===== src/rtl/cluster_teardown_agent.sv =====
module cluster_teardown_agent #(
  parameter int NCORE      = 4,
  parameter int NXLAT      = 6,
  parameter int RST_CYCLES = 4,
  parameter int ID_W       = 8
) (
  input  logic             clk,
  input  logic             rst_n,
  input  logic             cfg_we,
  input  logic             cfg_sel,
  input  logic [7:0]       cfg_wdata,
  input  logic             cmd_valid,
  input  logic [ID_W-1:0]  cmd_dest,
  output logic [NCORE-1:0] core_srst,
  input  logic [NCORE-1:0] core_done,
  output logic [NXLAT-1:0] xlat_deact,
  output logic             rsp_valid,
  output logic [ID_W-1:0]  rsp_id,
  input  logic             rsp_ack
);

  localparam int CW = $clog2(RST_CYCLES + 1);

  typedef enum logic [2:0] {S_IDLE, S_RESET, S_WAIT, S_DEACT, S_REPORT} phase_t;

  phase_t           phase;
  logic [CW-1:0]    rcnt;
  logic [NCORE-1:0] done_q;
  logic [NCORE-1:0] mask_q;
  logic [ID_W-1:0]  id_q;

  logic [NCORE-1:0] done_seen;
  logic             all_done;
  logic             take_cmd;

  assign done_seen = done_q | core_done;
  assign all_done  = ((done_seen & mask_q) == mask_q);
  assign take_cmd  = (phase == S_IDLE) && cmd_valid && (cmd_dest == id_q);

  always_ff @(posedge clk or negedge rst_n) begin
    if (!rst_n) begin
      mask_q <= '1;
      id_q   <= '0;
    end else if (cfg_we && phase == S_IDLE) begin
      if (cfg_sel) id_q   <= cfg_wdata[ID_W-1:0];
      else         mask_q <= cfg_wdata[NCORE-1:0];
    end
  end

  always_ff @(posedge clk or negedge rst_n) begin
    if (!rst_n) begin
      phase  <= S_IDLE;
      rcnt   <= '0;
      done_q <= '0;
    end else begin
      case (phase)
        S_IDLE: if (take_cmd) begin
          phase  <= S_RESET;
          rcnt   <= '0;
          done_q <= '0;
        end
        S_RESET: begin
          if (rcnt == CW'(RST_CYCLES - 1)) phase <= S_WAIT;
          else rcnt <= rcnt + 1'b1;
        end
        S_WAIT: begin
          done_q <= done_seen;
          if (all_done) phase <= S_DEACT;
        end
        S_DEACT:  phase <= S_REPORT;
        S_REPORT: if (rsp_ack) phase <= S_IDLE;
        default:  phase <= S_IDLE;
      endcase
    end
  end

  assign core_srst  = {NCORE{phase == S_RESET}};
  assign xlat_deact = {NXLAT{phase == S_DEACT}};
  assign rsp_valid  = (phase == S_REPORT);
  assign rsp_id     = id_q;

endmodule


===== config.mk =====
export PLATFORM = sky130hd
export DESIGN_NAME = cluster_teardown_agent
export DESIGN_NICKNAME = d
export VERILOG_FILES = /design/src/rtl/cluster_teardown_agent.sv
export SDC_FILE = /design/constraint.sdc
export NUM_CORES = 1
export LEC_CHECK = 0
export BUFFER_PORTS_ARGS = -buffer_cell sky130_fd_sc_hd__buf_2
export CAP_MARGIN = 20
export CORE_MARGIN = 2
export CORE_UTILIZATION = 30
export DETAILED_ROUTE_END_ITERATION = 16
export HOLD_SLACK_MARGIN = 0.05
export PLACE_DENSITY = 0.58
export SLEW_MARGIN = 20
export SYNTH_ARGS = -nofsm -noshare
export SYNTH_HDL_FRONTEND = slang
export SYNTH_SLANG_ARGS = --single-unit

===== constraint.sdc =====
create_clock -name clk -period 4.05 [get_ports clk]
set_clock_uncertainty 0.1 [all_clocks]
set_input_delay 0 -clock clk [delete_from_list [all_inputs] [get_ports clk]]
set_output_delay 0 -clock clk [all_outputs]
set_load 0.005 [all_outputs]

==> results.toml <==
[yosys]
synth_area_leader_cell = "dfrtp_1"
synthTopCellsByArea = "dfrtp_1 (40%), mux2_2 (12%), dfstp_2 (9.4%), xnor2_1 (6.3%), buf_4 (5.4%)"
synth_nets = 123
syn_area_sq_um = 1120
ys_ff_latch = 22
syn_inst = 95
synth_top_area_share_pct = 40.3
ys_types = 26
syn_area_per_cell_sq_um = 11.8
yosysWarnings = 0
synth_seq_area_share_pct = 49.7

[clocking]
clkLatencyLatePin_ns = 0.26
clk_pin_slew_worst_paths_ns = 0.08
root_buffer = "clkbuf_8"
cts_setup_buffers = 0
clock_sinks = 22
clk_path_buf_depth = 2
numCtsBuffers = 3
cts_tree = "built"
ctsHtreeMaxLevel = 1

[sta]
hold_viol = 0
setup_violations = 0
rsz0062_at_grt = "false"
drv_slew = 0
post-route-period-util_pct = 37.6
fin_crit_ns = 1.52
tightest_slew_ns = 0.619
slew_headroom_pct = 58.6
clock.fmax_mhz = 656
tns_ns = 0

[layout]
area_delta_synth_final_pct = 37.1
drive_gt1_share_pct = 46.3
final_util_pct = 42.2
fillers = 369
diodes = 0
finalNetCount = 178

[worst_hold_path]
hold_class = "in2reg"

[pwr]
power.density_nw_per_um2 = 624
p_leak_uw = 0.000746
peakVddDrop_v = 0.000198

[floorplanning]
start_util_pct = 30.8
design.core.area_sq_um = 3630
num_rows = 22
dieArea_sq_um = 4230
die_y_um = 65.1
io_pins = 45
die_w_um = 65.1

[critical_path]
start_kind = "flip-flop"
critical_path.max_fanout = 6
worstSetupPathType = "reg2reg"
arrival_ns = 1.56
cp-end-kind = "flip-flop"
worstPathRequired_ns = 4.09

[job]
max_cap_viol_count = 0

[global_route]
antenna_found_initial = 0
grt_usage_pct = 12.6
grt_pass1_vias = 875
grt_overflow_total = 0
grt_pass1_wl_um = 4040
grt_max_degree = 23

[detailed_routing]
wl_um = 2360
wl_per_cell_um = 12.0
drcViolationCount = 0
via_per_inst = 4.35
route.vias.total = 857
initialDrtViolationCount = 34
antenna_left = 0
drt_first_pass_iters = 4

[outcome]
status = "finished clean"

[place]
place_congestion = 0.662
port_buffers = 44
dp_hpwl_um = 1780
worst paths after layout:
| path | startpoint | endpoint | slack (ns) | depth (start not counted) |
|---|---|---|---|---|
| hold / removal | cmd_valid | done_q[2] | 0.05 | 4 |
| min in group asynchronous | rst_n | phase[0] | 0.14 | 2 |
| setup / recovery | rcnt[0] | rcnt[0] | 2.53 | 5 |
| max in group asynchronous | rst_n | mask_q[3] | 3.35 | 2 |
| hold reg to reg | done_q[3] | done_q[3] | 0.41 | 2 |
| setup reg to reg | rcnt[0] | rcnt[0] | 2.53 | 5 |
cells by family (layout without fill, tap and decap cells):
kind of cell / count (synthesis) / count (layout) / synth area share (%)
adders and majority gates: 2 / 2 / 2.24
and+or+nand+nor: 28 / 28 / 16.6
xor gates and xnor gates: 8 / 8 / 6.26
muxes: 12 / 12 / 12.1
DFF: 22 / 22 / 49.7
buffers and inverters: 12 / 66 / 6.71
AOI/OAI and AO/OA: 11 / 11 / 6.49
flip-flops by register name, indices dropped and copies added (netlist names):
register / flops
rsp_id: 8
phase: 3
mask_q: 4
rcnt: 3
done_q: 4
layer usage:
| metal | GRT usage, % | up-vias | wire length, um |
|---|---|---|---|
| met2 | 22.6 | 15 | 1280 |
| met3 | 1.74 | 2 | 64 |
| li1 | - | 426 | - |
| met1 | 14.8 | 414 | 984 |
| met4 | 6.25 | 0 | 34 |
| met5 | 0 | - | 0 |
cell usage in the layout, fill, tap and decap left out:
cell type | synthesis | layout
a21o_1 | 2 | 2
dlygate4sd3_1 | 0 | 14
dfstp_2 | 4 | 4
clkbuf_8 | 0 | 4
a21oi_1 | 4 | 4
xnor2_1 | 8 | 8
and4b_1 | 1 | 1
nand2_1 | 4 | 4
dfrtp_1 | 18 | 18
o21ai_1 | 1 | 1
inv_1 | 4 | 4
ha_1 | 2 | 2
nand2b_1 | 3 | 3
nor3b_1 | 3 | 3
nor3_1 | 1 | 1
mux2_2 | 12 | 12
a221oi_1 | 1 | 1
nand3_2 | 1 | 1
nand4_1 | 2 | 2
and3_1 | 1 | 1
nor3_4 | 2 | 2
nor2_1 | 7 | 7
o31ai_1 | 2 | 2
nor2_2 | 1 | 1
buf_2 | 0 | 44
nor3b_2 | 1 | 1
o31a_1 | 1 | 1
and2b_1 | 1 | 1
critical path, stage by stage, from the launching register on:
cell and delay, ns:
dfrtp_1 0.40, ha_1 0.21, ha_1 0.21, and2b_1 0.30, nand2b_1 0.13, o21ai_1 0.06
through the flow:
step | cells | power [uW] | setup slack (ns) | hold WS (ns) | instance area (sq um)
3_5_place_dp | 179 | 803 | 2.52 | -0.0996 | 1340
2_1_floorplan | 95 | 690 | 2.65 | -0.396 | 1120
3_3_place_gp | 179 | 789 | 2.56 | -0.110 | 1340
6_report | 197 | 957 | 2.53 | 0.0497 | 1530
4_1_cts | 197 | 969 | 2.51 | 0.0532 | 1530
5_1_grt | 197 | 1040 | 2.36 | 0.0708 | 1530
synth_stat cells, drive strengths merged:
cell type / count
dfrtp: 18
mux2: 12
buf: 8
nor2: 8
xnor2: 8
a21oi: 4
dfstp: 4
inv: 4
nand2: 4
nor3b: 4
nand2b: 3
nor3: 3
a21o: 2
ha: 2
nand4: 2
o31ai: 2
a221oi: 1
and2b: 1
and3: 1
and4b: 1
nand3: 1
o21ai: 1
o31a: 1
what timing repair did:
action,4_1_cts,5_1_grt
endpoints found under the setup margin,0,0
resized for setup,0,0
hold endpoints to repair,39,0
hold buffers,14,0
area by class of cell:
cell class	count	area (sq um)	share of cell area, %
tap	48	60.1	3.92
clock buffer	4	55.1	3.59
sequential	22	556	36.2
multi-input combinational	61	488	31.8
inverter	4	15.0	0.979
timing repair buffer	58	360	23.5
power by group:
group / internal, uW / switching [uW]
clock network: 86.5 / 67.7
registers: 341 / 84.5
logic: 217 / 160
total: 644 / 312
(Power assumes the default switching activity.)
